`config.mk`:
```
export PLATFORM = sky130hd
export DESIGN_NAME = sha_mix_unit
export DESIGN_NICKNAME = d
export VERILOG_FILES = /design/src/rtl/sha_mix_pkg.sv /design/src/rtl/sha_mix_decode.sv /design/src/rtl/sha_mix_datapath.sv /design/src/rtl/sha_mix_unit.sv
export SDC_FILE = /design/constraint.sdc
export NUM_CORES = 1
export LEC_CHECK = 0
export ABC_AREA = 1
export ABC_CLOCK_PERIOD_IN_PS = 1200
export CAP_MARGIN = 25
export CORE_ASPECT_RATIO = 0.7
export CORE_MARGIN = 2
export CORE_UTILIZATION = 37
export CTS_CLUSTER_DIAMETER = 150
export DETAILED_ROUTE_END_ITERATION = 10
export PLACE_DENSITY_LB_ADDON = 0.05
export SKIP_LAST_GASP = 1
export SLEW_MARGIN = 25
export SYNTH_ARGS = -nofsm -noshare
export SYNTH_HDL_FRONTEND = slang
export SYNTH_HIERARCHICAL = 1
export SYNTH_SLANG_ARGS = --single-unit
```
`constraint.sdc`:
```
create_clock -name clk_i -period 1.2 [get_ports clk_i]
set_input_delay 0.12 -clock clk_i [delete_from_list [all_inputs] [get_ports clk_i]]
set_output_delay 0.12 -clock clk_i [all_outputs]
set_load 0.05 [all_outputs]
```
`src/rtl/sha_mix_pkg.sv`:
```
package sha_mix_pkg;
  localparam int unsigned WORD_W  = 32;
  localparam int unsigned N_FUNCS = 4;
  localparam int unsigned SEL_W   = 5;

  localparam logic [6:0] OPC_IMM    = 7'b0010011;
  localparam logic [2:0] F3_SHA     = 3'b001;
  localparam logic [6:0] F7_SHA     = 7'b0001000;

  // encoding of selector[1:0] when selector[4:2] == 0
  typedef enum logic [1:0] {
    FN_SUM0 = 2'd0,
    FN_SUM1 = 2'd1,
    FN_SIG0 = 2'd2,
    FN_SIG1 = 2'd3
  } sha_fn_e;

  // rotate/shift amounts per function, term index 0..2
  function automatic int unsigned fn_amt(int unsigned fn, int unsigned term);
    case (fn)
      0: return (term == 0) ? 2  : (term == 1) ? 13 : 22;
      1: return (term == 0) ? 6  : (term == 1) ? 11 : 25;
      2: return (term == 0) ? 7  : (term == 1) ? 18 : 3;
      default: return (term == 0) ? 17 : (term == 1) ? 19 : 10;
    endcase
  endfunction

  // third term is a logical shift for the schedule mixers
  function automatic bit fn_third_is_shift(int unsigned fn);
    return fn >= 2;
  endfunction

  function automatic logic [WORD_W-1:0] rotr(logic [WORD_W-1:0] v, int unsigned n);
    return (v >> n) | (v << (WORD_W - n));
  endfunction
endpackage

```
`src/rtl/sha_mix_decode.sv`:
```
module sha_mix_decode
  import sha_mix_pkg::*;
(
  input  logic [31:0] insn_i,
  output logic        match_o,
  output sha_fn_e     fn_o,
  output logic [4:0]  rd_o
);
  logic [SEL_W-1:0] sel;
  logic             fixed_ok;

  assign sel      = insn_i[24:20];
  assign fixed_ok = (insn_i[6:0] == OPC_IMM) && (insn_i[14:12] == F3_SHA) &&
                    (insn_i[31:25] == F7_SHA);
  assign match_o  = fixed_ok && (sel[SEL_W-1:2] == '0);
  assign fn_o     = sha_fn_e'(sel[1:0]);
  assign rd_o     = insn_i[11:7];
endmodule

```
`src/rtl/sha_mix_datapath.sv`:
```
module sha_mix_datapath
  import sha_mix_pkg::*;
(
  input  logic [WORD_W-1:0] x_i,
  input  sha_fn_e           fn_i,
  output logic [WORD_W-1:0] y_o
);
  logic [WORD_W-1:0] fn_res [N_FUNCS];

  for (genvar g = 0; g < N_FUNCS; g++) begin : g_fn
    localparam int unsigned A0 = fn_amt(g, 0);
    localparam int unsigned A1 = fn_amt(g, 1);
    localparam int unsigned A2 = fn_amt(g, 2);
    logic [WORD_W-1:0] t2;
    if (fn_third_is_shift(g)) begin : g_shr
      assign t2 = x_i >> A2;
    end else begin : g_ror
      assign t2 = rotr(x_i, A2);
    end
    assign fn_res[g] = rotr(x_i, A0) ^ rotr(x_i, A1) ^ t2;
  end

  assign y_o = fn_res[fn_i];
endmodule

```
`src/rtl/sha_mix_unit.sv`:
```
module sha_mix_unit
  import sha_mix_pkg::*;
#(
  parameter int unsigned XLEN = 64
) (
  input  logic            clk_i,
  input  logic            rst_ni,
  input  logic            valid_i,
  input  logic            ext_en_i,
  input  logic [31:0]     insn_i,
  input  logic [XLEN-1:0] rs1_i,
  output logic [XLEN-1:0] result_o,
  output logic [4:0]      rd_o,
  output logic            result_valid_o,
  output logic            illegal_o
);
  localparam int unsigned EXT_W = XLEN - WORD_W;

  logic              match;
  sha_fn_e           fn;
  logic [4:0]        rd_dec;
  logic [WORD_W-1:0] y32;
  logic [XLEN-1:0]   y_wide;
  logic              accept;
  logic              reject;

  sha_mix_decode u_dec (
    .insn_i (insn_i),
    .match_o(match),
    .fn_o   (fn),
    .rd_o   (rd_dec)
  );

  sha_mix_datapath u_dp (
    .x_i (rs1_i[WORD_W-1:0]),
    .fn_i(fn),
    .y_o (y32)
  );

  if (EXT_W > 0) begin : g_sext
    assign y_wide = {{EXT_W{y32[WORD_W-1]}}, y32};
  end else begin : g_flat
    assign y_wide = y32;
  end

  assign accept = valid_i && match && ext_en_i;
  assign reject = valid_i && !(match && ext_en_i);

  always_ff @(posedge clk_i or negedge rst_ni) begin
    if (!rst_ni) begin
      result_o       <= '0;
      rd_o           <= '0;
      result_valid_o <= 1'b0;
      illegal_o      <= 1'b0;
    end else begin
      result_valid_o <= accept;
      illegal_o      <= reject;
      if (accept) begin
        result_o <= y_wide;
        rd_o     <= rd_dec;
      end
    end
  end
endmodule

```
; After elaboration in Yosys (flattened, before gate mapping)
; Cells that the tools add are included.
; Widths: inputs -> output; s select.
[word_totals]
inputBits = 100
regBits = 39
out_inout_bits = 71
wordCells = 39
[classes]
eq_ne = 3
bitwise_logic = 19
order_cmp = 1
n_reduce_logical = 9
n_mux = 3
[op_table]
columns = operator, n
row1 = $xor 32x32->32, 6
row2 = $bmux 32 s2, 1
row3 = $mux 32, 2
row4 = $or 10x32->32, 1
row5 = $or 13x32->32, 1
row6 = $or 14x32->32, 1
row7 = $or 15x32->32, 1
row8 = $or 19x32->32, 1
row9 = $or 21x32->32, 1
row10 = $or 25x32->32, 1
row11 = $or 26x32->32, 1
row12 = $or 30x32->32, 1
row13 = $or 7x32->32, 1
row14 = $xor 32x22->32, 1
row15 = $xor 32x29->32, 1
row16 = $eq 7x4->1 const B, 1
row17 = $eq 7x5->1 const B, 1
row18 = $logic_and 1x1->1, 7
row19 = $eq 3x1->1 const B, 1
row20 = $ge 3x3->1 const B, 1
row21 = $logic_not 3->1, 1
row22 = $not 2->3, 1
row23 = $logic_not 1->1, 1

; Depth between registers and ports, before layout
; Gate-level depths: netlist (run 1).
[depth]
depth_word = 7
ltp_mapped = 12
ltp_nobuf = 10

; Cells and area by module
; The synthesis (run 1) kept the hierarchy.
[by_module_without_submodules]
columns = module, seq_area_each_um2, n_inst, cells_each, area_per_inst_um2
row1 = sha_mix_datapath, 0.0, 1, 953, 4207.8
row2 = sha_mix_unit, 975.9, 1, 202, 1845.5
row3 = sha_mix_decode, 0.0, 1, 33, 161.4

; Worst setup path after synthesis (run 1)
; No wires, ideal clock.
[synth_path]
path_type = register -> output
start = register result_o[31] (netlist name)
end = output result_o[32]
path_stages_with_launch = 2
path_slack_ps = -352
t_required_ps = 1080
n_path_buf = 1
arrival_ps = 1432
path_cell_list = dfrtp_1 > buf_4
[synth_rtl]
columns = element, line
row1 = to (decl), sha_mix_unit.sv:12  ; output logic [XLEN-1:0] result_o,
; No word-level cell between the ends.

; Final worst setup path (run 1)
[layout_path]
start = register result_o[31] (netlist name)
end = output result_o[58]
; No word-level cell between the ends.

==> impl_results.md, run 1 <==
- Syn nets: 1288
- DRC marker count from the first detailed-route iteration: 1298
- Register area: 977 µm²
- Dpl ws: -588 ps
- DR vias: 9245
- Residual DRC: 0
- CTS Sinks: 39
- # IOs: 171
- Worst hold path type: in -> async
- Post-Place Cell Area: 9060 µm²
- Post-Syn Instances: 1188
- Total power: 5.59 mW
- Clk Latency, worst-skew pair: 290 ps
- Reg2reg path depth: 3
- Mean number of vias per cell: 5.76
- WP data arrival: 1160 ps
- Global route total overflow: 0
- Most frequent cell after synthesis: nand2_1
- Mapped Avg Cell Area: 5.23 µm²
- Cell area after layout: 9870 µm²
- Yosys top cell by area: nand2_1
- Post-Place Cells: 1566
- Worst slew pin tran: 305 ps
- Largest cells by area after synthesis: nand2_1, nand3_1, dfrtp_1
- FF+latch count, synth: 39
- FMAX: 780 MHz
- Antenna violations before repair: 0
- CTS tree: done
- Post-synthesis sequential area ratio: 0.157
- Multi-input logic area: 4370 µm²
- Setup TNS: -1650 ps
- Synthesis Warnings: 6
- Most used DFF post-synth: dfrtp_1
- Die width: 159 µm
- CP startpoint kind: register
- Final wirelength: 33200 µm
- Max capacitance violation total: 0
- R2R Path End: result_o[31]
- Tmin final: 1280 ps
- 1st-pass router iterations: 6
- Slew margin rel.: 0.797
- Post-synth EDFFs: 0
- Post-Syn Area: 6210 µm²
- GPL Wtd Cong: 0.988
- Drt wl/cell: 20.7 µm
- Critical path startpoint: result_o[31]
- Die Span Y: 112 µm
- Library cells used by synthesis: 23
- WP data required: 1080 ps
- Failing checks: setup timing
- Final setup violation count: 33
- Core Area: 16400 µm²
- Die ar.: 17900 µm²
- Crit Path Class: reg -> out
- Root buf cell: clkbuf_16
- Clock Tree Buf Depth: 2
- First-pass GRT wire length: 49300 µm
- Starting Density: 0.379
- P&R area growth vs syn: 58.8%
- Top-area cell type share of the netlist area: 0.353
- Async S/R FF share, synth: 1.00
- Hpwl dp: 23400 µm
- Final worst setup slack: -82.4 ps
- Post-synth top cells: nand2_1, nand3_1, buf_4
- Crit. End Element: output port
- H-tree Lvls: 2
- Hold Violations, Final: 0
- Peak VDD IR: 571 µV
- Clock slew at reported path FFs: 70 ps
- Share of layout cells above drive strength 1: 0.277
- R2r setup slk: 350 ps
- CP max FO: 20
- Post-route insts no fill: 1606
- Row count: 39
- Cts bufs inserted: 5
- Pwr dens: 567 nW/µm²
- Setup repair after global routing missed its margin: true
- Clock skew: 0 ps
- Final period util: 1.07
- Static Leak: 5.24 nW
- Largest net degree at the start of global routing: 40
- Final Net Count: 1480
- Post-DRT Antenna Nets: 0
- I/O Buffers: 133
- GRT Util Overall: 0.358
- Filler Cell Count: 1648
- Status: complete, but fails checks
- ANT cells: 0
- Vias in the first global route: 8234
- Max-slew violations: 0
- Reg-to-reg critical path startpoint: result_o[31]
[state kept, by name, indices dropped and copies added (netlist names)]
signal / count
result_o: 32
rd_o: 5
illegal_o: 1
result_valid_o: 1
[through the flow]
stage / hold slack, ps / utilization
2_1_floorplan: -176 / -
3_3_place_gp: 102 / 0.553
3_5_place_dp: 100 / 0.553
5_1_grt: 401 / 0.602
6_report: 346 / 0.602
4_1_cts: 327 / 0.586
[critical path: stages, from the launching register on]
cell	delay (ps)
dfrtp_2	410
buf_12	250
buf_12	180
[cells by family after synthesis]
logic type | Yosys count | share of synthesized area
buf+inv | 190 | 0.181
compound gates | 16 | 0.0133
xor+xnor | 2 | 0.00282
simple gates | 941 | 0.645
flops | 39 | 0.157
[layout make-up]
type                    instances  share of cell area
flip-flops and latches         39              0.0990
clock inverters                 3             0.00203
inverters                      52              0.0256
repair inverters                3             0.00177
repair buffers                320               0.388
clock buffers                   5              0.0127
well taps                     225              0.0285
multi-input cells             959               0.442
[power by group]
group	switching (mW)	internal [mW]	leakage, nW
sequential	0.00144	1.32	0.541
clock	0.584	0.767	0.0658
combinational	1.80	1.13	4.63
[worst max path at each step]
stage	cells past startpoint	slack, ps	end
5_1_grt	2	-110	result_o[58]
3_5_place_dp	11	-590	result_o[2]
2_1_floorplan	1	20	result_o[32]
3_3_place_gp	11	-590	result_o[2]
6_report	2	-80	result_o[58]
4_1_cts	2	-80	result_o[58]
[per-layer routing]
layer,vias to the layer above,GRT usage,wire [µm]
met2,698,0.497,13100
met5,-,0,0
met1,4223,0.517,13700
met4,0,0.117,1230
li1,4207,-,-
met3,117,0.119,5100
[cells in the final DEF (no fill, tap or decap), types with 28 or more instances in the layout]
master | netlist | final
nand2_1 | 585 | 545
nand3_1 | 301 | 281
buf_4 | 67 | 126
buf_12 | 0 | 95
nand4_1 | 38 | 38
dfrtp_1 | 39 | 38
nand2_2 | 0 | 35
buf_6 | 13 | 28
[timing repair]
item,4_1_cts,5_1_grt
pin swaps,15,29
setup buffers,14,7
hold buffers,1,0
gates cloned,8,3
endpoints found under the hold margin,39,0
setup endpoints to repair,71,71
resized for setup,133,107
No activity file was read; power rests on OpenSTA's default activity.
==> inputs of run 2 (changes only) <==
PLACE_DENSITY_LB_ADDON = unset   (was 0.05)
==> run 2 against run 1 <==
Effect of this change:
- sequential power about the same
- non-clock buffer count increased by 42
- clock skew unchanged
- the run still ends with setup timing left
- clock-buffer cell count increased by 1
- sequential cell count unchanged
- highest routed layer unchanged
==> impl_results.md, run 2 (same netlist as run 1, synthesis figures left out) <==
- Status: complete, but fails checks
- Failing checks: setup timing
- Largest Register: result_o
- Max incr delay on CP: 420 ps
- Biggest regs: result_o x32, rd_o x5
- Residual DRC: 0
- Cts bufs inserted: 5
- CTS Sinks: 39
- First-pass GRT wire length: 50700 µm
- GRT Util Overall: 0.366
- CP Cell Sequence: buf_12 -> buf_16 -> buf_12
- Hpwl dp: 24000 µm
- Largest register FFs: 32
- Die Span Y: 112 µm
- R2r setup slk: 100 ps
- WP data required: 1080 ps
- Static Leak: 5.53 nW
- Clk Latency, worst-skew pair: 290 ps
- # IOs: 171
- Setup repair after global routing missed its margin: true
- Max capacitance violation total: 0
- CP max FO: 11
- Worst slew pin tran: 400 ps
- Tmin final: 1320 ps
- Reg-to-reg critical path startpoint: result_o[31]
- Clock Tree Buf Depth: 2
- Vias in the first global route: 8606
- R2R Path End: result_o[31]
- Peak VDD IR: 579 µV
- Mean number of vias per cell: 5.73
- P&R area growth vs syn: 67.4%
- DRC marker count from the first detailed-route iteration: 1224
- ANT cells: 0
- Critical path startpoint: result_o[31]
- Die width: 159 µm
- Final worst setup slack: -115 ps
- Die ar.: 17900 µm²
- Max-slew violations: 0
- Final wirelength: 34500 µm
- H-tree Lvls: 2
- Row count: 39
- GPL Wtd Cong: 1.03
- Crit path capture: result_o[36]
- 1st-pass router iterations: 6
- Top cell by count, worst path: buf_12
- Starting Density: 0.379
- Root buf cell: clkbuf_16
- Crit Path Class: reg -> out
- CTS tree: done
- WP data arrival: 1200 ps
- Setup TNS: -3240 ps
- Pwr dens: 575 nW/µm²
- FMAX: 760 MHz
- Total power: 5.98 mW
- Final setup violation count: 33
- Commonest non-fill, non-tap cell in the layout: nand2_1
- Share of layout cells above drive strength 1: 0.309
- Largest net degree at the start of global routing: 33
- Reg2reg path depth: 5
- Drt wl/cell: 21.0 µm
- Clock skew: 0 ps
- Core Area: 16400 µm²
- Final period util: 1.10
- Post-DRT Antenna Nets: 0
- Most frequent cells in the layout: nand2_1, nand3_1, buf_4
- Hold Violations, Final: 0
- Worst hold path type: in -> async
- Clock slew at reported path FFs: 60 ps
- CP startpoint kind: register
- Crit. End Element: output port
- Slew margin rel.: 0.733
- Global route total overflow: 0
- DR vias: 9424
- Final Net Count: 1519
- I/O Buffers: 133
- Critical path's slowest cell: dfrtp_2
- Antenna violations before repair: 0
## run 2: changes by cell type in the layout (fill, tap and decap cells not counted), sizes merged, moves of 3 or more
cell,change
buf,+36
inv,-3
clkdlybuf4s15,-12
dlygate4sd2,-8
clkbuf,+27
## run 2: layout make-up
type / instances / area, µm²
clock inverters: 2 / 35.0
fillers: 1550 / 5990
repair buffers: 362 / 4330
well taps: 225 / 282
inverters: 52 / 258
flip-flops and latches: 39 / 977
clock buffers: 6 / 139
multi-input cells: 959 / 4380
## run 2: worst min-delay path by stage
stage | from | to | cells after the start
floorplan | rst_ni | illegal_o | 0
global placement | rst_ni | result_valid_o | 1
detailed placement | rst_ni | result_valid_o | 1
CTS | rst_ni | result_o[27] | 2
global route | rst_ni | result_o[27] | 2
finish | rst_ni | result_valid_o | 2
## run 2: worst max-delay path, delay by kind of cell (launching register included)
| family | cells | cell delay (ps) |
|---|---|---|
| buf+inv | 3 | 480 |
| flops | 1 | 420 |
## run 2: power breakdown
part	total [mW]	switching (mW)	internal [mW]
Combinational	3.05	1.83	1.22
Sequential	1.32	0.00143	1.32
Clock	1.61	0.577	1.04
Total	5.98	2.41	3.57
## run 2: metal layers
metal | vias to the layer above | track usage | part of all wire
met5 | - | 0 | 0
met4 | 0 | 0.145 | 0.044
met3 | 128 | 0.119 | 0.14
met2 | 724 | 0.525 | 0.40
met1 | 4298 | 0.508 | 0.41
li1 | 4274 | - | -
## run 2: metrics by stage
| stage | worst slack, ps | cells | hold slack (ps) | util | area, µm² |
|---|---|---|---|---|---|
| finish | -115 | 1645 | 285 | 0.634 | 10400 |
| global route | -127 | 1645 | 327 | 0.634 | 10400 |
| CTS | -92.7 | 1620 | 291 | 0.610 | 10000 |
| detailed placement | -594 | 1583 | 52.6 | 0.570 | 9340 |
| global placement | -615 | 1583 | 55.3 | 0.570 | 9340 |
| floorplan | 16.2 | 1188 | -176 | - | 6220 |
## run 2: repair_timing
item                                    4_1_cts  5_1_grt
resized for setup                           134      146
endpoints found under the setup margin       62       71
hold buffers                                  1        0
buffers inserted                             22       18
pin swaps                                    14       43
hold endpoints to repair                     11        0
cloned                                        6       10
